File: config.mk
export PLATFORM = sky130hd
export DESIGN_NAME = ctl_duty_unit
export DESIGN_NICKNAME = d
export VERILOG_FILES = /design/src/rtl/ctl_pkg.sv /design/src/rtl/ctl_rst_sync.sv /design/src/rtl/ctl_in_sync.sv /design/src/rtl/ctl_duty_meter.sv /design/src/rtl/ctl_rec_gen.sv /design/src/rtl/ctl_regs.sv /design/src/rtl/ctl_duty_unit.sv
export SDC_FILE = /design/constraint.sdc
export NUM_CORES = 1
export LEC_CHECK = 0
export ABC_AREA = 1
export CAP_MARGIN = 25
export CORE_UTILIZATION = 59
export CTS_CLUSTER_DIAMETER = 80
export DETAILED_ROUTE_END_ITERATION = 8
export DONT_BUFFER_PORTS = 1
export GPL_ROUTABILITY_DRIVEN = 0
export GPL_TIMING_DRIVEN = 0
export PLACE_DENSITY = 0.85
export SYNTH_ARGS = -nofsm -noshare
export SYNTH_HDL_FRONTEND = slang
export SYNTH_SLANG_ARGS = --single-unit
File: constraint.sdc
create_clock -name clk -period 3.4 [get_ports clk]
set_input_delay 0.68 -clock clk [delete_from_list [all_inputs] [get_ports clk]]
set_output_delay 0.68 -clock clk [all_outputs]
set_load 0.005 [all_outputs]
File: src/rtl/ctl_pkg.sv
package ctl_pkg;

  typedef enum logic [1:0] {
    OP_DETECT = 2'd0,
    OP_RECORD = 2'd1,
    OP_IDLE   = 2'd2
  } ctl_op_e;

  localparam int unsigned ADDR_MODE  = 0;
  localparam int unsigned ADDR_STAT  = 1;
  localparam int unsigned ADDR_PER_A = 2;
  localparam int unsigned ADDR_HI_A  = 3;
  localparam int unsigned ADDR_PER_B = 4;
  localparam int unsigned ADDR_HI_B  = 5;

  localparam int unsigned LEN_REGS   = 4;

  // operating mode from the persistent mode bits; bits 3:2 are strobes only
  function automatic ctl_op_e decode_op(input logic [4:0] mode);
    case ({mode[4], mode[1:0]})
      3'b000:  decode_op = OP_DETECT;
      3'b001:  decode_op = OP_RECORD;
      default: decode_op = OP_IDLE;
    endcase
  endfunction

endpackage

File: src/rtl/ctl_rst_sync.sv
module ctl_rst_sync #(
  parameter int unsigned STAGES = 2
) (
  input  logic clk,
  input  logic arst_n,
  output logic rst_n
);

  logic [STAGES-1:0] chain_q;

  always_ff @(posedge clk or negedge arst_n) begin
    if (!arst_n) chain_q <= '0;
    else         chain_q <= {chain_q[STAGES-2:0], 1'b1};
  end

  assign rst_n = chain_q[STAGES-1];

endmodule

File: src/rtl/ctl_in_sync.sv
module ctl_in_sync #(
  parameter int unsigned STAGES = 2
) (
  input  logic clk,
  input  logic rst_n,
  input  logic din,
  output logic rise,
  output logic fall
);

  logic [STAGES:0] sh_q, sh_d;
  logic            level, prev;

  always_comb sh_d = {sh_q[STAGES-1:0], din};

  always_ff @(posedge clk or negedge rst_n) begin
    if (!rst_n) sh_q <= '0;
    else        sh_q <= sh_d;
  end

  assign level = sh_q[STAGES-1];
  assign prev  = sh_q[STAGES];
  assign rise  = level & ~prev;
  assign fall  = ~level & prev;

endmodule

File: src/rtl/ctl_duty_meter.sv
module ctl_duty_meter #(
  parameter int unsigned CNT_W    = 12,
  parameter int unsigned DUTY_PCT = 44
) (
  input  logic clk,
  input  logic rst_n,
  input  logic en,
  input  logic restart,
  input  logic rise,
  input  logic fall,
  output logic meas_valid,
  output logic meas_ge
);

  localparam int unsigned PW = CNT_W + 7;

  logic [CNT_W-1:0] run_q, run_d, high_q, high_d;
  logic             armed_q, armed_d, fell_q, fell_d, sat_q, sat_d;
  logic [PW-1:0]    hi_scaled, per_scaled;

  assign hi_scaled  = PW'(high_q) * PW'(100);
  assign per_scaled = PW'(run_q) * PW'(DUTY_PCT);
  assign meas_ge    = hi_scaled >= per_scaled;

  always_comb begin
    run_d      = run_q;
    high_d     = high_q;
    armed_d    = armed_q;
    fell_d     = fell_q;
    sat_d      = sat_q;
    meas_valid = 1'b0;
    if (!en || restart) begin
      run_d   = '0;
      armed_d = 1'b0;
      fell_d  = 1'b0;
      sat_d   = 1'b0;
    end else if (rise) begin
      // run_q holds the full period here, high_q the high phase of it
      meas_valid = armed_q & fell_q & ~sat_q;
      armed_d    = 1'b1;
      fell_d     = 1'b0;
      sat_d      = 1'b0;
      run_d      = CNT_W'(1);
    end else begin
      if (run_q == '1) sat_d = 1'b1;
      else             run_d = run_q + CNT_W'(1);
      if (fall && armed_q) begin
        high_d = run_q;
        fell_d = 1'b1;
      end
    end
  end

  always_ff @(posedge clk or negedge rst_n) begin
    if (!rst_n) begin
      run_q   <= '0;
      high_q  <= '0;
      armed_q <= 1'b0;
      fell_q  <= 1'b0;
      sat_q   <= 1'b0;
    end else begin
      run_q   <= run_d;
      high_q  <= high_d;
      armed_q <= armed_d;
      fell_q  <= fell_d;
      sat_q   <= sat_d;
    end
  end

endmodule

File: src/rtl/ctl_rec_gen.sv
module ctl_rec_gen #(
  parameter int unsigned CNT_W = 12
) (
  input  logic             clk,
  input  logic             rst_n,
  input  logic             en,
  input  logic             restart,
  input  logic             sel_b,
  input  logic [CNT_W-1:0] per_a,
  input  logic [CNT_W-1:0] high_a,
  input  logic [CNT_W-1:0] per_b,
  input  logic [CNT_W-1:0] high_b,
  output logic             pulse
);

  logic [CNT_W-1:0] cnt_q, cnt_d, act_per_q, act_per_d, act_high_q, act_high_d;
  logic             out_q, out_d, boundary;

  assign boundary = ({1'b0, cnt_q} + (CNT_W+1)'(1)) >= {1'b0, act_per_q};

  always_comb begin
    cnt_d      = cnt_q;
    act_per_d  = act_per_q;
    act_high_d = act_high_q;
    if (!en) begin
      cnt_d = '0;
    end else if (restart || boundary) begin
      // shadow load only here, so a running period is never reshaped
      cnt_d      = '0;
      act_per_d  = sel_b ? per_b  : per_a;
      act_high_d = sel_b ? high_b : high_a;
    end else begin
      cnt_d = cnt_q + CNT_W'(1);
    end
    out_d = en && (cnt_d < act_high_d);
  end

  always_ff @(posedge clk or negedge rst_n) begin
    if (!rst_n) begin
      cnt_q      <= '0;
      act_per_q  <= '0;
      act_high_q <= '0;
      out_q      <= 1'b0;
    end else begin
      cnt_q      <= cnt_d;
      act_per_q  <= act_per_d;
      act_high_q <= act_high_d;
      out_q      <= out_d;
    end
  end

  assign pulse = out_q;

endmodule

File: src/rtl/ctl_regs.sv
module ctl_regs
  import ctl_pkg::*;
#(
  parameter int unsigned CNT_W = 12,
  parameter int unsigned DW    = 16,
  parameter int unsigned AW    = 3
) (
  input  logic             clk,
  input  logic             rst_n,
  input  logic             wr,
  input  logic [AW-1:0]    addr,
  input  logic [DW-1:0]    wdata,
  output logic [DW-1:0]    rdata,
  input  logic             meas_valid,
  input  logic             meas_ge,
  output logic [4:0]       mode,
  output logic             duty_flag,
  output logic             irq_flag,
  output logic [CNT_W-1:0] per_a,
  output logic [CNT_W-1:0] high_a,
  output logic [CNT_W-1:0] per_b,
  output logic [CNT_W-1:0] high_b
);

  logic [4:0]       mode_q, mode_d;
  logic             flag_q, flag_d, irq_q, irq_d;
  logic [CNT_W-1:0] len_q [LEN_REGS];
  logic [CNT_W-1:0] len_d [LEN_REGS];
  logic             wr_mode, wr_stat;
  logic             unused_wbits;

  assign unused_wbits = ^wdata;
  assign wr_mode = wr && (addr == AW'(ADDR_MODE));
  assign wr_stat = wr && (addr == AW'(ADDR_STAT));

  always_comb begin
    // strobe bits 3:2 fall back to 0 on the cycle after they were written
    mode_d = {mode_q[4], 2'b00, mode_q[1:0]};
    if (wr_mode) mode_d = wdata[4:0];

    flag_d = flag_q;
    if (wr_stat)         flag_d = wdata[0];
    else if (meas_valid) flag_d = meas_ge;

    irq_d = irq_q;
    if (wr_stat && wdata[1]) irq_d = 1'b0;
    if (meas_valid)          irq_d = 1'b1;
  end

  for (genvar g = 0; g < LEN_REGS; g++) begin : g_len
    logic wr_hit;
    assign wr_hit = wr && (addr == AW'(ADDR_PER_A + g));
    always_comb len_d[g] = wr_hit ? wdata[CNT_W-1:0] : len_q[g];
    always_ff @(posedge clk or negedge rst_n) begin
      if (!rst_n) len_q[g] <= '0;
      else        len_q[g] <= len_d[g];
    end
  end

  always_ff @(posedge clk or negedge rst_n) begin
    if (!rst_n) begin
      mode_q <= '0;
      flag_q <= 1'b0;
      irq_q  <= 1'b0;
    end else begin
      mode_q <= mode_d;
      flag_q <= flag_d;
      irq_q  <= irq_d;
    end
  end

  always_comb begin
    rdata = '0;
    case (addr)
      AW'(ADDR_MODE):  rdata = DW'(mode_q);
      AW'(ADDR_STAT):  rdata = DW'({irq_q, flag_q});
      AW'(ADDR_PER_A): rdata = DW'(len_q[0]);
      AW'(ADDR_HI_A):  rdata = DW'(len_q[1]);
      AW'(ADDR_PER_B): rdata = DW'(len_q[2]);
      AW'(ADDR_HI_B):  rdata = DW'(len_q[3]);
      default:         rdata = '0;
    endcase
  end

  assign mode      = mode_q;
  assign duty_flag = flag_q;
  assign irq_flag  = irq_q;
  assign per_a     = len_q[0];
  assign high_a    = len_q[1];
  assign per_b     = len_q[2];
  assign high_b    = len_q[3];

endmodule

File: src/rtl/ctl_duty_unit.sv
module ctl_duty_unit
  import ctl_pkg::*;
#(
  parameter int unsigned CNT_W       = 12,
  parameter int unsigned DW          = 16,
  parameter int unsigned AW          = 3,
  parameter int unsigned SYNC_STAGES = 2,
  parameter int unsigned DUTY_PCT    = 44
) (
  input  logic          clk,
  input  logic          arst_n,
  input  logic          ctl_pb_in,
  output logic          ctl_rec_out,
  input  logic          reg_wr,
  input  logic [AW-1:0] reg_addr,
  input  logic [DW-1:0] reg_wdata,
  output logic [DW-1:0] reg_rdata,
  output logic          irq
);

  logic             rst_sync_n;
  logic             pb_rise, pb_fall;
  logic             meas_valid, meas_ge;
  logic [4:0]       mode_q;
  logic             duty_flag;
  logic [CNT_W-1:0] per_a, high_a, per_b, high_b;
  ctl_op_e          op_now, op_prev_q;
  logic             op_chg, det_en, rec_en;

  assign op_now = decode_op(mode_q);
  assign op_chg = op_now != op_prev_q;
  assign det_en = op_now == OP_DETECT;
  assign rec_en = op_now == OP_RECORD;

  always_ff @(posedge clk or negedge rst_sync_n) begin
    if (!rst_sync_n) op_prev_q <= OP_DETECT;
    else             op_prev_q <= op_now;
  end

  ctl_rst_sync #(.STAGES(2)) u_rst (
    .clk    (clk),
    .arst_n (arst_n),
    .rst_n  (rst_sync_n)
  );

  ctl_in_sync #(.STAGES(SYNC_STAGES)) u_sync (
    .clk   (clk),
    .rst_n (rst_sync_n),
    .din   (ctl_pb_in),
    .rise  (pb_rise),
    .fall  (pb_fall)
  );

  ctl_duty_meter #(.CNT_W(CNT_W), .DUTY_PCT(DUTY_PCT)) u_meter (
    .clk        (clk),
    .rst_n      (rst_sync_n),
    .en         (det_en),
    .restart    (op_chg),
    .rise       (pb_rise),
    .fall       (pb_fall),
    .meas_valid (meas_valid),
    .meas_ge    (meas_ge)
  );

  ctl_regs #(.CNT_W(CNT_W), .DW(DW), .AW(AW)) u_regs (
    .clk        (clk),
    .rst_n      (rst_sync_n),
    .wr         (reg_wr),
    .addr       (reg_addr),
    .wdata      (reg_wdata),
    .rdata      (reg_rdata),
    .meas_valid (meas_valid),
    .meas_ge    (meas_ge),
    .mode       (mode_q),
    .duty_flag  (duty_flag),
    .irq_flag   (irq),
    .per_a      (per_a),
    .high_a     (high_a),
    .per_b      (per_b),
    .high_b     (high_b)
  );

  ctl_rec_gen #(.CNT_W(CNT_W)) u_rec (
    .clk     (clk),
    .rst_n   (rst_sync_n),
    .en      (rec_en),
    .restart (op_chg),
    .sel_b   (duty_flag),
    .per_a   (per_a),
    .high_a  (high_a),
    .per_b   (per_b),
    .high_b  (high_b),
    .pulse   (ctl_rec_out)
  );

endmodule

---- Yosys cells after proc, flatten, opt, wreduce, memory -nomap -nowiden ----
Cells that the tools add are included.
word-level totals
  flip-flop bits (word level) ............. 126
  input port bits ......................... 23
  output and inout port bits .............. 18
  logic and storage cells ................. 95
operators by class
  $add $sub $neg .......................... 3
  multiply operators ...................... 2
  order comparisons ....................... 3
  eq/ne operators ......................... 10
  mux-type cells .......................... 26
  bitwise operators ....................... 9
  reductions and logical operators ........ 22
operators by type and width
  operator                 count
  $mux W12                 9
  $pmux W12 S6             1
  $add A12 B1 Y12 const B  2
  $ge A19 B18 Y1           1
  $mul A12 B5 Y17 const B  1
  $mul A12 B4 Y16 const B  1
  $mux W1                  14
  $add A12 B1 Y13 const B  1
  $ge A13 B12 Y1           1
  $eq A12 B12 Y1 const B   1
  $lt A12 B12 Y1           1
  $logic_and A1 B1 Y1      9
  $eq A3 B1 Y1 const B     2
  $eq A3 B2 Y1 const B     2
  $eq A3 B3 Y1 const B     2
  $logic_not A3 Y1         2
  $reduce_bool A2 Y1       3
  $reduce_bool A3 Y1       2
  $not A1 Y1               5
  $and A1 B1 Y1            4
  $mux W4                  1
  $pmux W2 S2              1
  $ne A3 B2 Y1 const B     1
  $reduce_and A3 Y1        1
  6 further kinds          7

---- Longest topological paths before layout ----
Gate-level depths: netlist of the first run.
  word-level depth ........................ 8
  depth in mapped cells ................... 26
  gate-level depth less buffers ........... 25

---- Cells and area by module ----
A second synthesis of the first run with hierarchy kept.
second synthesis, totals
  cells, all modules ...................... 1164
  area total of the unflattened synthesis .. 9322.7 sq um
by module, submodules not included
  module          instances  cells each  area each (sq um)  sequential area each (sq um)
  ctl_duty_meter  1          478         3777.4             675.6
  ctl_regs        1          355         2796.4             1376.3
  ctl_rec_gen     1          303         2488.6             925.9
  ctl_duty_unit   1          18          116.4              50.0
  ctl_in_sync     1          7           90.1               75.1
  ctl_rst_sync    1          3           53.8               50.0

---- Worst setup path after synthesis of the first run ----
Ideal clock, no wire load.
  path type ............................... flip-flop to flip-flop
  start ................................... register u_meter.high_q[4]
  end ..................................... register u_regs.flag_q (netlist: u_regs.duty_flag)
  setup time .............................. 0.127 ns
  data arrival time ....................... 3.761 ns
  required time ........................... 3.273 ns
  setup slack ............................. -0.488 ns
  stages on the path, launching flop included .. 26
  path buffers ............................ 0
  period minus slack after synthesis ...... 3.888 ns
  path through ............................ dfrtp_1 > ha_1 > ha_1 > inv_1 > fa_1 > inv_1 > ha_1 > a21oi_1 > o21ai_0 > a21oi_1 > nor2_1 > o21ai_0 > nand2_1 > a21oi_1 > nor2_1 > nor2_1 > xnor2_1 > ha_1 > nand4_1 > nor2_1 > nor3_1 > nand2_1 > nor2_1 > nand2_1 > nand2_1 > o21ai_0
between the ends
  cells in the longest elaborated chain, start to end .. 4
RTL lines
  what                    RTL line              source
  from (decl)             ctl_duty_meter.sv:17  logic [CNT_W-1:0] run_q, run_d, high_q, high_d;
  from (signal assigned)  ctl_duty_meter.sv:63  high_q <= high_d;
  $mul A12 B5 Y17         ctl_duty_meter.sv:21  assign hi_scaled = PW'(high_q) * PW'(100);
  $ge A19 B18 Y1          ctl_duty_meter.sv:23  assign meas_ge = hi_scaled >= per_scaled;
  $mux W1                 ctl_regs.sv:43        else if (meas_valid) flag_d = meas_ge;
  $mux W1                 ctl_regs.sv:42        if (wr_stat) flag_d = wdata[0];
  to (signal assigned)    ctl_regs.sv:67        flag_q <= flag_d;
  to (decl)               ctl_regs.sv:26        logic flag_q, flag_d, irq_q, irq_d;
Every way passes these cells. The select of a mux whose other input is x is not followed.
A chain may end at the register's enable or synchronous reset.

---- Worst setup path after layout of the first run ----
  start ................................... register u_meter.high_q[6]
  end ..................................... register u_regs.flag_q (netlist: u_regs.duty_flag)
Same word-level chain as after synthesis.

==> results by stage, run 1 <==
Cells and area:
- Compared with the post-synthesis result, the final layout area differs by 20.8%.
- Once layout is complete, the utilization of the core stands at 0.737.
- The total of fill cells in the finished design is 832.
- The count of cells in the finished layout, fillers not included, comes to 1297.
- In the final layout, the share of cells above drive strength 1 is 0.197.
- The antenna diode count is 0.
- In the final design database the tool counted 1252 nets.

Routing:
- The routed wirelength normalized by instance count is 18.3 um.
- In the routed design, unresolved DRC markers number 0.
- The number of vias in the routed layout is 7751.
- The number of routed nets with antenna violations is 0.
- The total wire length after detailed routing is 23.8 mm.
- The count of TritonRoute iterations in the first routing pass is 5.
- The number of DRC markers after the initial detailed-route iteration is 725.
- Using the TritonRoute via totals, the vias-per-cell ratio works out to 5.98.

STA:
- In the finished design, the share of the clock period the worst path needs comes to 1.27.
- The tightest hold path in the finished design has a slack of 0.283 ns.
- The number of hold violations in the final report is 0.
- The number of max-slew violations in the final report came to 0.
- The worst-case setup margin in the final layout is -0.911 ns.
- Clock skew on the completed layout was measured at 0.00975 ns.
- The routed design could run at a clock period as short as 4.31 ns.
- Setup repair after global routing could not meet its margin everywhere.
- Setup violations remaining at the end of the flow were counted as 2.
- For the pin with the worst max-slew slack, the measured transition is 0.813 ns.
- The worst pin sits at a relative slew slack of 0.458.
- The highest attainable clock frequency is 232 MHz.

Synth:
- The synthesized design contains 0 enable-type register cells.
- Dividing the synthesized area by the synthesized cell count gives 8.29 um^2.
- The number of cells produced by synthesis is 1033.
- In the synthesized netlist the async set-or-reset flop fraction comes to 1.00.
- By area the synthesized netlist is led by sky130_fd_sc_hd__dfrtp_1, sky130_fd_sc_hd__ha_1, sky130_fd_sc_hd__nand2_1, sky130_fd_sc_hd__inv_1, sky130_fd_sc_hd__o21ai_0.
- The synthesized design spends more area on one cell type than any other, namely sky130_fd_sc_hd__dfrtp_1.
- Synthesis inferred 126 register bits.
- Yosys printed 0 warnings.
- The cell area after technology mapping is 0.00856 mm^2.
- The netlist uses 49 different library cells.
- Of the post-synthesis cell area, the dominant cell type holds 0.368.
- The part of the Yosys area used for sequential elements is 0.368.
- The main flop type after synthesis is sky130_fd_sc_hd__dfrtp_1.

Placement:
- The worst setup timing slack at the placement stage is -0.834 ns.
- The count of buffers added on input and output ports is 0.
- The sum of net half-perimeters after detailed placement is 14.8 mm.
- In this run, placement finished with an instance count of 1217.

Clock network:
- The clock reaches the later pin of the worst-skew pair after 0.42 ns.
- The master cell of the clock root buffer is sky130_fd_sc_hd__clkbuf_16.
- The clock-pin slew of the registers on the worst-case setup and hold paths is 0.06 ns.
- The number of buffers on the longest clock path is 2.
- TritonCTS built the clock tree.
- TritonCTS created 17 clock buffers.
- CTS saw 126 sinks.
- The H-tree was split into 4 levels.

Worst setup path:
- Broken down by cell family, the worst path's largest delay share belongs to adder cells.
- The buffers plus inverters on the worst setup path is 5.
- Along the worst path, the maximum fanout reaches 4.
- The slowest stage of the critical path is the sky130_fd_sc_hd__fa_1 cell.
- Among the stages of the critical path, the cell type that occurs most often is sky130_fd_sc_hd__inv_1.
- The critical path launch point type is a flip-flop.
- The arrival time at the worst endpoint is 4.61 ns.
- The worst setup path is captured at a flip-flop.
- STA puts the critical path data required time at 3.70 ns.
- The critical setup path kind is flip-flop to flip-flop.
- For this run, the slowest stage of the critical path takes 0.49 ns.

Global route:
- The number of global-route vias before repair is 7532.
- The first global-routing pass estimated 36.1 mm of wire.
- The initial antenna violation count is 1.
- Entering global routing, the biggest net connects 64 pins.
- The combined global-route utilization of all metal layers is 0.313.
- The final global-route overflow total is 0.

Power and ir drop:
- For this design the ratio of total power to cell area is 947 mW/mm^2.
- VDD sags by at most 0.719 mV.
- The reported leakage power is 5.22 nW.

Hold path:
- The min-delay analysis places its worst path in the category input port to flip-flop.

Floorplanning:
- Measured along the y axis, the die boundary spans 122 um.
- The number of cell rows is 43.
- The floorplan step defined a die boundary enclosing 0.0150 mm^2.
- Measured along the x axis, the die boundary spans 122 um.
- The I/O pin count is 41.
- For this configuration, the core starts out at a cell density of 0.610.
- In this run the standard cell core region covers 0.0140 mm^2.

Flow run:
- The number of max-cap violations is 0.

Status:
- The checks that failed: negative setup slack.
- The run finished, with violations left.
[synth_stat cells, types with 14 or more instances]
cell,instances
sky130_fd_sc_hd__clkbuf_1,18
sky130_fd_sc_hd__nand2_1,194
sky130_fd_sc_hd__inv_1,177
sky130_fd_sc_hd__xor2_1,20
sky130_fd_sc_hd__fa_1,16
sky130_fd_sc_hd__nand3_1,31
sky130_fd_sc_hd__dfrtp_1,126
sky130_fd_sc_hd__nor2_1,64
sky130_fd_sc_hd__a21oi_1,51
sky130_fd_sc_hd__nor3_1,14
sky130_fd_sc_hd__ha_1,109
sky130_fd_sc_hd__o21ai_0,80
[layout make-up]
class | instances | area, um^2 | area share
timing repair buffer | 49 | 398 | 0.0385
inverter | 184 | 696 | 0.0673
multi-input combinational | 700 | 5150 | 0.498
sequential | 126 | 3160 | 0.306
clock inverter | 15 | 136 | 0.0132
buffer | 26 | 150 | 0.0145
tap | 180 | 225 | 0.0218
clock buffer | 17 | 425 | 0.0411
[layer usage]
| metal | vias up | part of all wire | GRT usage |
|---|---|---|---|
| met1 | 3676 | 0.41 | 0.412 |
| met2 | 465 | 0.47 | 0.502 |
| met4 | 2 | 0.039 | 0.128 |
| met5 | - | 0.00072 | 0 |
| li1 | 3497 | - | - |
| met3 | 111 | 0.085 | 0.0660 |
[path summary, 6_finish.rpt]
check | start | endpoint | slack (ns) | cells past startpoint
hold / removal | ctl_pb_in | u_sync.sh_q[0]$_DFF_PN0_ | 0.28 | 0
setup reg to reg | u_meter.high_q[6]$_DFFE_PN0P_ | u_regs.duty_flag$_DFFE_PN0P_ | -0.91 | 26
setup / recovery | u_meter.high_q[6]$_DFFE_PN0P_ | u_regs.duty_flag$_DFFE_PN0P_ | -0.91 | 26
hold reg to reg | u_rst.chain_q[0]$_DFF_PN0_ | u_rst.chain_q[1]$_DFF_PN0_ | 0.36 | 0
max in group asynchronous | u_rst.chain_q[1]$_DFF_PN0_ | u_meter.high_q[6]$_DFFE_PN0P_ | 2.17 | 1
min in group asynchronous | u_rst.chain_q[1]$_DFF_PN0_ | u_meter.sat_q$_DFFE_PN0P_ | 0.43 | 0
[cells by family (layout without fill, tap and decap cells)]
family | count (synthesis) | after routing | synth area share
simple gates | 339 | 339 | 0.169
buf+inv | 210 | 291 | 0.0969
compound gates | 200 | 200 | 0.136
flops | 126 | 126 | 0.368
fa+ha+maj | 125 | 125 | 0.197
xor+xnor | 29 | 29 | 0.0297
other cells | 2 | 5 | 0.000877
mux | 2 | 2 | 0.00263
[stage by stage]
step | total power, mW | area [um^2] | setup TNS (ns)
6_report | 9.79 | 10300 | -1.25
5_1_grt | 10.4 | 10300 | -1.51
4_1_cts | 8.88 | 9980 | -0.968
3_5_place_dp | 6.36 | 8870 | -1.37
3_3_place_gp | 6.12 | 8840 | -1.20
2_1_floorplan | 5.45 | 8620 | -0.360
[flip-flops by register name (all words and copies together) (netlist names), 12 cells and up]
name / cells
u_meter.high_q: 12
u_meter.run_q: 12
u_rec.act_high_q: 12
u_rec.act_per_q: 12
u_rec.cnt_q: 12
u_regs.high_a: 12
u_regs.high_b: 12
u_regs.per_a: 12
u_regs.per_b: 12
[repair_timing]
action | in CTS | in global routing
setup buffers | 34 | 13
hold endpoints to repair | 2 | 0
hold buffers | 1 | 0
setup endpoints to repair | 2 | 2
gates resized for setup | 63 | 57
pin swaps | 53 | 46
[report_power, final]
| group | switching (mW) | internal [mW] |
|---|---|---|
| Combinational | 3.39 | 2.55 |
| Clock | 0.741 | 1.01 |
| Sequential | 0.260 | 1.83 |
[layout by cell type (no fill, tap or decap), drive strengths merged, types with 13 or more instances in the layout]
cell type    n
nand2      199
inv        188
dfrtp      126
ha         109
o21ai      101
nor2        68
buf         57
a21oi       51
clkbuf      34
nand3       32
xor2        20
fa          16
nor3        15
or2         13
No activity file was read; power rests on OpenSTA's default activity.
==> inputs of run 2 (changes only) <==
--- a/config.mk
+++ b/config.mk
@@ -8,5 +8,5 @@
 export ABC_AREA = 1
 export CAP_MARGIN = 25
-export CORE_UTILIZATION = 59
+export CORE_UTILIZATION = 55
 export CTS_CLUSTER_DIAMETER = 80
 export DETAILED_ROUTE_END_ITERATION = 8
@@ -14,6 +14,7 @@
 export GPL_ROUTABILITY_DRIVEN = 0
 export GPL_TIMING_DRIVEN = 0
-export PLACE_DENSITY = 0.85
+export PLACE_DENSITY = 0.8
 export SYNTH_ARGS = -nofsm -noshare
 export SYNTH_HDL_FRONTEND = slang
+export SYNTH_HIERARCHICAL = 1
 export SYNTH_SLANG_ARGS = --single-unit
==> constraint.sdc (replaced) <==
create_clock -name clk -period 3.4 [get_ports clk]
set_input_delay 0.68 -clock clk [delete_from_list [all_inputs] [get_ports clk]]
set_output_delay 0.68 -clock clk [all_outputs]
set_load 0.05 [all_outputs]
==> results by stage, run 2 <==
Global route:
- The final global-route overflow total is 0 (unchanged).
- The number of global-route vias before repair is 8184 (+8.7%).
- The wire length of the first global-routing pass is 40.6 mm (+13%).
- The combined global-route utilization of all metal layers is 0.295 (-0.0176).
- The largest net degree at the start of global routing is 64 (unchanged).
- The initial antenna violation count came to 0 (-1).

Power and ir drop:
- The highest ir drop seen on vdd is 0.395 mV (-45%).
- The total power is 5.58 mW (-43%).
- The reported leakage power came to 5.63 nW (+7.9%).
- The power per unit of standard cell area is 497 mW/mm^2 (-48%).

Cells and area:
- The final net count came to 1376 (+9.9%).
- The area growth from synthesis to layout is 20.6%.
- The end-of-flow core utilization is 0.678 (-0.0589).
- The library cell used most frequently in the layout, excluding fill and tap cells, is sky130_fd_sc_hd__nand2_1.
- The number of standard cells in the final layout excluding fillers is 1461 (+13%).
- The fraction of layout instances using a drive strength above 1 is 0.220 (+0.0230).
- The antenna diode count is 0 (unchanged).
- The area of all placed cells without fillers is 0.0112 mm^2 (+8.7%).
- In the layout the commonest cells are sky130_fd_sc_hd__nand2_1, sky130_fd_sc_hd__inv_1, sky130_fd_sc_hd__dfrtp_1, sky130_fd_sc_hd__ha_1, sky130_fd_sc_hd__o21ai_1.

Synth:
- Of all cell types, the one taking the most synthesized area is sky130_fd_sc_hd__dfrtp_1.
- The share of async-settable or async-resettable flops after synthesis is 1.00 (unchanged).
- The count of flip-flops with a built-in enable after synthesis was 0 (unchanged).
- For this run, the leading register cell type out of synthesis is sky130_fd_sc_hd__dfrtp_1.
- The flop and latch count out of synthesis came to 126 (unchanged).
- Sorting the synthesized cells by area gives the leading types as sky130_fd_sc_hd__dfrtp_1, sky130_fd_sc_hd__ha_1, sky130_fd_sc_hd__nand2_1, sky130_fd_sc_hd__inv_1, sky130_fd_sc_hd__o21ai_1.
- The cell area after technology mapping is 0.00932 mm^2 (+8.9%).
- The part of the Yosys area used for sequential elements came to 0.338 (-0.0299).
- The fraction of synthesized cell area taken by the top area cell type is 0.338 (-0.0299).
- In the synthesized netlist, the cells that appear most often are sky130_fd_sc_hd__nand2_1, sky130_fd_sc_hd__inv_1, sky130_fd_sc_hd__dfrtp_1.
- The number of cells produced by synthesis came to 1164 (+13%).
- The yosys synthesis warning count is 6 (+6).
- The number of distinct standard cells referenced by the synthesized netlist is 51 (+4.1%).
- The mean cell area of the mapped netlist is 8.01 um^2 (-3.4%).
- The most frequent cell after synthesis is sky130_fd_sc_hd__nand2_1.

Worst setup path:
- STA classifies the critical path startpoint as a flip-flop.
- The buffers plus inverters on the worst setup path was 3 (-2).
- The largest driver fanout on the critical path came to 4 (unchanged).
- The critical path goes through ha_1 > ha_1 > inv_1 > fa_1 > inv_2 > ha_4 > nand2_2 > o21ai_2 > a21oi_2 > buf_4 > xnor2_1 > ha_1 > nand2_1 > nor2_1 > a41o_1 > nor2_2 > nand2_2 > o21ai_2 > o21ai_1.
- By startpoint and endpoint, the worst setup path is classified as flip-flop to flip-flop.
- The critical path capture point type is a flip-flop.
- The required time at the endpoint of the critical path is 3.69 ns (about the same).
- The dominant delay contributor by cell family on the critical path is adder cells.
- The arrival time at the worst endpoint is 4.09 ns (-0.52 ns).
- The stage delay of the slowest cell on the critical path came to 0.49 ns (about the same).
- By instance count, the cell type seen most on the critical path is sky130_fd_sc_hd__ha_1.
- The slowest cell on the critical path is sky130_fd_sc_hd__fa_1.

Floorplanning:
- The number of cell rows is 47 (+9.3%).
- The I/O pin count is 41 (unchanged).
- The initial core utilization is 0.562 (-0.0477).
- The die outline width is 132 um (+7.9%).
- The area of the placeable core is 0.0166 mm^2 (+18%).
- The height of the die was 132 um (+7.9%).
- The die outline area is 0.0175 mm^2 (+16%).

Status:
- The checks that failed: negative setup slack.
- The run finished, with violations left.

Routing:
- The routed wirelength normalized by instance count is 17.7 um (-3.4%).
- The DRC violation count after routing is 0 (unchanged).
- The number of DRC markers after the initial detailed-route iteration is 771 (+6.3%).
- The total wire length after detailed routing is 25.9 mm (+8.8%).
- The count of TritonRoute iterations in the first routing pass came to 5 (unchanged).
- The detail-routed via count per cell is 5.71 (-4.4%).
- The number of routed nets with antenna violations was 0 (unchanged).
- The number of vias in the routed layout is 8348 (+7.7%).

Clock network:
- The master cell of the clock root buffer is sky130_fd_sc_hd__clkbuf_16.
- The CTS tree is built.
- The TritonCTS buffer count is 17 (unchanged).
- The insertion delay of the later-clocked pin in the worst-skew pair was 0.41 ns (about the same).
- The count of clock tree sinks is 126 (unchanged).
- The clock-pin slew of the registers on the worst-case setup and hold paths is 0.06 ns (about the same).
- The H-tree level count was 4 (unchanged).
- The number of buffers on the longest clock path is 2 (unchanged).

STA:
- The number of hold violations in the final report is 0 (unchanged).
- The final clock period utilization by the worst path came to 1.12 (-0.152).
- The remaining max-slew budget at the tightest pin is 0.439 (-0.0190).
- The setup total negative slack is -0.726 ns (+0.520 ns).
- The final-layout worst hold slack came to 0.298 ns (+0.0151 ns).
- The final period demand of the worst path is 3.79 ns (-0.516 ns).
- Setup repair after global routing could not meet its margin everywhere.
- The highest attainable clock frequency was 264 MHz (+14%).
- The largest clock skew in the final design is 0.0100 ns (+0.000278 ns).
- The number of max-slew violations in the final report is 0 (unchanged).
- The worst-case setup margin in the final layout is -0.395 ns (+0.516 ns).
- The final setup violation count was 2 (unchanged).
- The transition time at the pin with the least slew margin was 0.842 ns (+0.0285 ns).

Placement:
- The number of placed instances with taps included came to 1388 (+14%).
- The placed cell area is 0.00973 mm^2 (+9.7%).
- The count of buffers from port buffering is 0 (unchanged).
- The sum of net half-perimeters after detailed placement was 17.0 mm (+15%).
- The worst setup timing slack at the placement stage is -0.501 ns (+0.333 ns).

Flow run:
- The number of max-cap violations is 0 (unchanged).

Hold path:
- The classification of the worst-slack hold path is input port to flip-flop.
run 2: cell types whose count changed in the layout (fill, tap and decap cells not counted), moves of 16 or more:
cell                      previous run  this run
sky130_fd_sc_hd__o21ai_1            13        68
sky130_fd_sc_hd__nand2_1           184       232
sky130_fd_sc_hd__nor2_1             51        67
sky130_fd_sc_hd__nand3_1            27        52
sky130_fd_sc_hd__o21ai_0            73        27
sky130_fd_sc_hd__a21oi_1            40        23
sky130_fd_sc_hd__nand4_1             9        28
run 2: repair_timing:
action / 4_1_cts / 5_1_grt
gates resized for setup: 56 / 47
setup endpoints to repair: 2 / 2
hold buffers: 1 / 0
endpoints found under the hold margin: 2 / 0
pin swaps: 44 / 36
setup buffers: 31 / 10
run 2: cell type report:
cell class,count,area [um^2]
multi-input combinational,806,5800
timing repair buffer,43,349
inverter,195,734
clock inverter,14,226
sequential,126,3170
clock buffer,18,439
buffer,39,248
fill,1222,5340
tap,220,275
run 2: layer usage:
metal	global-route usage	vias to the layer above	share of wire
li1	-	3892	-
met1	0.373	3950	0.40
met2	0.505	424	0.48
met3	0.0596	82	0.085
met4	0.102	0	0.032
met5	0	-	0
run 2: cells by family (layout without fill, tap and decap cells):
logic type / count (synthesis) / after routing / synth area share
buf+inv: 235 / 309 / 0.104
flops: 126 / 126 / 0.338
fa+ha+maj: 125 / 125 / 0.181
other cells: 2 / 5 / 0.000806
compound gates: 176 / 176 / 0.109
mux: 13 / 13 / 0.0156
xor+xnor: 30 / 30 / 0.0282
simple gates: 457 / 457 / 0.223
run 2: report_power, final:
| group | switching (mW) | internal (mW) |
|---|---|---|
| Clock | 0.725 | 1.34 |
| Sequential | 0.208 | 1.78 |
| Combinational | 0.984 | 0.550 |
run 2: worst reg2reg max path, cell delays in order, from the launching register on:
cell,delay (ns)
sky130_fd_sc_hd__dfrtp_1,0.40
sky130_fd_sc_hd__ha_1,0.31
sky130_fd_sc_hd__ha_1,0.30
sky130_fd_sc_hd__inv_1,0.06
sky130_fd_sc_hd__fa_1,0.49
sky130_fd_sc_hd__inv_2,0.05
sky130_fd_sc_hd__ha_4,0.30
sky130_fd_sc_hd__nand2_2,0.09
sky130_fd_sc_hd__o21ai_2,0.20
sky130_fd_sc_hd__a21oi_2,0.06
sky130_fd_sc_hd__buf_4,0.15
sky130_fd_sc_hd__xnor2_1,0.32
sky130_fd_sc_hd__ha_1,0.30
sky130_fd_sc_hd__nand2_1,0.07
sky130_fd_sc_hd__nor2_1,0.05
sky130_fd_sc_hd__a41o_1,0.18
sky130_fd_sc_hd__nor2_2,0.09
sky130_fd_sc_hd__nand2_2,0.09
sky130_fd_sc_hd__o21ai_2,0.12
sky130_fd_sc_hd__o21ai_1,0.06
run 2: worst paths after layout:
path | startpoint | cells past startpoint | to | slack, ns
max in group asynchronous | u_rst/chain_q[1]$_DFF_PN0_ | 1 | u_meter/high_q[6]$_DFFE_PN0P_ | 2.19
min | ctl_pb_in | 0 | u_sync/sh_q[0]$_DFF_PN0_ | 0.30
min reg2reg | u_rst/chain_q[0]$_DFF_PN0_ | 0 | u_rst/chain_q[1]$_DFF_PN0_ | 0.36
max | u_meter/high_q[5]$_DFFE_PN0P_ | 19 | u_regs/duty_flag$_DFFE_PN0P_ | -0.39
max reg2reg | u_meter/high_q[5]$_DFFE_PN0P_ | 19 | u_regs/duty_flag$_DFFE_PN0P_ | -0.39
min in group asynchronous | u_rst/chain_q[1]$_DFF_PN0_ | 0 | u_meter/fell_q$_DFFE_PN0P_ | 0.44
==> inputs of run 3 (changes only) <==
Settings changed: CAP_MARGIN 25 to 10, CORE_UTILIZATION 55 to 50, PLACE_DENSITY 0.8 to 0.75.
==> results by stage, run 3 (synthesis results as in run 2) <==
Status:
- The flow ran to the end, but the final reports show violations.
- The checks that failed: negative setup slack.

Clock network:
- The number of buffers on the longest clock path is 2 (unchanged).
- The clock-pin slew of the registers on the worst-case setup and hold paths was 0.06 ns (about the same).
- The TritonCTS buffer count is 17 (unchanged).
- The H-tree level count is 4 (unchanged).
- TritonCTS built the clock tree.
- The count of clock tree sinks is 126 (unchanged).
- The master cell of the clock root buffer is sky130_fd_sc_hd__clkbuf_16.
- The insertion delay of the later-clocked pin in the worst-skew pair was 0.41 ns (about the same).

STA:
- The transition time at the pin with the least slew margin is 0.663 ns (-0.178 ns).
- The worst-case setup margin in the final layout was -0.399 ns (-0.00412 ns).
- The final clock period utilization by the worst path was 1.12 (+0.00121).
- Setup repair after global routing could not meet its margin everywhere.
- The setup total negative slack is -0.651 ns (+0.0749 ns).
- The largest clock skew in the final design is 0.0103 ns (+0.000223 ns).
- The final setup violation count is 2 (unchanged).
- The number of hold violations in the final report came to 0 (unchanged).
- The final-layout worst hold slack came to 0.293 ns (-0.00553 ns).
- The number of max-slew violations in the final report was 0 (unchanged).
- The highest attainable clock frequency is 263 MHz (-0.11%).
- The remaining max-slew budget at the tightest pin was 0.557 (+0.118).
- The final period demand of the worst path is 3.80 ns (+0.00412 ns).

Worst setup path:
- The startpoint identified for the worst register-to-register timing path is u_meter/high_q[5]$_DFFE_PN0P_.
- STA classifies the critical path endpoint as a flip-flop.
- The arrival time at the worst endpoint is 4.09 ns (about the same).
- The largest driver fanout on the critical path is 4 (unchanged).
- The depth of the worst register-to-register path came to 22 (+3).
- The required time at the endpoint of the critical path came to 3.69 ns (about the same).
- The critical path launch point type is a flip-flop.
- In this run the critical register-to-register path is captured at u_regs/duty_flag$_DFFE_PN0P_.
- The critical setup path kind is flip-flop to flip-flop.
- The setup slack of the most critical reg-to-reg path was -0.40 ns (about the same).

Power and ir drop:
- The relative contribution of the clock network to total power came to 0.363 (-0.007).
- The switching power was 1.77 mW (-7.8%).
- The sequential cell fraction of total power is 0.377 (+0.021).
- The power per unit of standard cell area came to 473 mW/mm^2 (-4.9%).
- The internal power of the cells is 3.46 mW (-5.7%).
- The switching share of power is 0.338 (-0.00489).
- The combinational share of power is 0.260 (-0.015).
- The highest ir drop seen on vdd came to 0.400 mV (+1.4%).
- The reported leakage power is 5.58 nW (-0.90%).

Hold path:
- The classification of the worst-slack hold path is flip-flop to async pin.

Routing:
- The wire length on met1 was 10.5 mm (+2.4%).
- The count of TritonRoute iterations in the first routing pass is 5 (unchanged).
- The number of DRC markers after the initial detailed-route iteration is 544 (-29%).
- The total wire length after detailed routing is 23.6 mm (-8.8%).
- The highest layer touched by signal routing is met4.
- The routed wirelength normalized by instance count is 16.1 um (-8.9%).
- The met3 routed wirelength was 1.49 mm (-33%).
- The number of vias in the routed layout is 7983 (-4.4%).
- The detail-routed via count per cell came to 5.46 (-4.4%).
- The wire length on met2 came to 11.0 mm (-12%).
- The number of routed nets with antenna violations was 0 (unchanged).
- The DRC violation count after routing is 0 (unchanged).

Cells and area:
- The antenna diode count is 0 (unchanged).
- The fraction of layout instances using a drive strength above 1 is 0.198 (-0.0221).
- The final net count is 1368 (-0.58%).
- The top cell types in the final layout, fill and taps aside, are sky130_fd_sc_hd__nand2_1, sky130_fd_sc_hd__inv_1, sky130_fd_sc_hd__dfrtp_1, sky130_fd_sc_hd__ha_1, sky130_fd_sc_hd__nor2_1.
- The area of all placed cells without fillers came to 0.0111 mm^2 (-1.6%).
- The post-synthesis to final-layout area growth is 18.6%.
- The most common cell after layout, fill and taps aside is sky130_fd_sc_hd__nand2_1.

Floorplanning:
- The number of cell rows is 49 (+4.3%).
- The die outline area was 0.0192 mm^2 (+9.8%).
- The I/O pin count is 41 (unchanged).
- The area of the placeable core is 0.0181 mm^2 (+9.4%).
- The height of the die is 139 um (+4.8%).
- The initial core utilization is 0.514 (-0.0484).
- The die outline width is 139 um (+4.8%).

Placement:
- The sum of net half-perimeters after detailed placement is 16.8 mm (-1.0%).
- The placed cell area was 0.00977 mm^2 (+0.40%).
- The count of buffers from port buffering is 0 (unchanged).

Global route:
- The largest net degree at the start of global routing is 49 (-23%).
- The final global-route overflow total is 0 (unchanged).
- The combined global-route utilization of all metal layers is 0.255 (-0.0397).
- The number of global-route vias before repair was 7978 (-2.5%).
- The wire length of the first global-routing pass is 38.9 mm (-4.3%).
- The initial antenna violation count was 0 (unchanged).

Flow run:
- The number of max-cap violations is 0 (unchanged).
-- run 3: critical path, cell delays in order, from the launching register on --
cell and delay [ns]:
sky130_fd_sc_hd__dfrtp_1 0.40, sky130_fd_sc_hd__buf_6 0.14, sky130_fd_sc_hd__ha_4 0.24, sky130_fd_sc_hd__ha_4 0.25, sky130_fd_sc_hd__inv_2 0.03, sky130_fd_sc_hd__fa_1 0.52, sky130_fd_sc_hd__inv_2 0.06, sky130_fd_sc_hd__ha_4 0.27
sky130_fd_sc_hd__a21oi_4 0.17, sky130_fd_sc_hd__o21ai_2 0.10, sky130_fd_sc_hd__a21oi_2 0.14, sky130_fd_sc_hd__nor2_1 0.05, sky130_fd_sc_hd__nor2_1 0.11, sky130_fd_sc_hd__xnor2_1 0.17, sky130_fd_sc_hd__ha_1 0.27, sky130_fd_sc_hd__nand2_1 0.08
sky130_fd_sc_hd__nor2_1 0.05, sky130_fd_sc_hd__a211oi_1 0.18, sky130_fd_sc_hd__nand2_1 0.10, sky130_fd_sc_hd__nand2_1 0.08, sky130_fd_sc_hd__nand2_2 0.08, sky130_fd_sc_hd__o21ai_2 0.12, sky130_fd_sc_hd__o21ai_1 0.07
-- run 3: worst max path at each step --
stage / start / endpoint / cells past startpoint
after floorplan: u_meter/high_q[4]$_DFFE_PN0P_ / u_regs/duty_flag$_DFFE_PN0P_ / 23
after global placement: u_meter/high_q[4]$_DFFE_PN0P_ / u_regs/duty_flag$_DFFE_PN0P_ / 21
after detailed placement: u_meter/high_q[4]$_DFFE_PN0P_ / u_regs/duty_flag$_DFFE_PN0P_ / 21
after CTS: u_meter/run_q[3]$_DFFE_PN0P_ / u_regs/duty_flag$_DFFE_PN0P_ / 20
after global routing: u_meter/run_q[2]$_DFFE_PN0P_ / u_regs/duty_flag$_DFFE_PN0P_ / 24
final: u_meter/high_q[5]$_DFFE_PN0P_ / u_regs/duty_flag$_DFFE_PN0P_ / 22
-- run 3: metrics by stage --
step	setup WS [ns]	util	power, mW	std cells
after floorplan	-0.00998	-	2.91	1167
final	-0.399	0.609	5.22	1462
after detailed placement	-0.546	0.539	3.23	1398
after CTS	-0.330	0.599	5.18	1451
after global routing	-0.534	0.609	5.53	1462
after global placement	-0.529	0.535	3.18	1396
-- run 3: metal layers --
layer	up-vias	track usage
li1	3873	-
met1	3789	0.343
met2	274	0.416
met3	47	0.0435
met4	0	0.0928
met5	-	0
-- run 3: area by class of cell --
type                       count  area [um^2]
buffer                        40          241
timing repair buffer          34          302
multi-input combinational    806         5700
clock buffer                  19          443
clock inverter                13          176
inverter                     195          734
tap                          229          287
sequential                   126         3170
fill                        1496         7090
-- run 3: power by group through the flow --
stage / Combinational, mW / Clock (mW) / Sequential [mW]
floorplan: 0.976 / 0 / 1.94
global placement: 1.19 / 0 / 1.99
detailed placement: 1.24 / 0 / 1.99
CTS: 1.29 / 1.93 / 1.96
global route: 1.53 / 2.00 / 2.00
finish: 1.36 / 1.90 / 1.97
-- run 3: timing repair --
action                                  in CTS  in global routing
buffers inserted                            20                 11
resized for setup                           54                 22
endpoints found under the hold margin        2                  0
pin swaps                                   28                 20
endpoints found under the setup margin       2                  2
hold buffers                                 1                  0
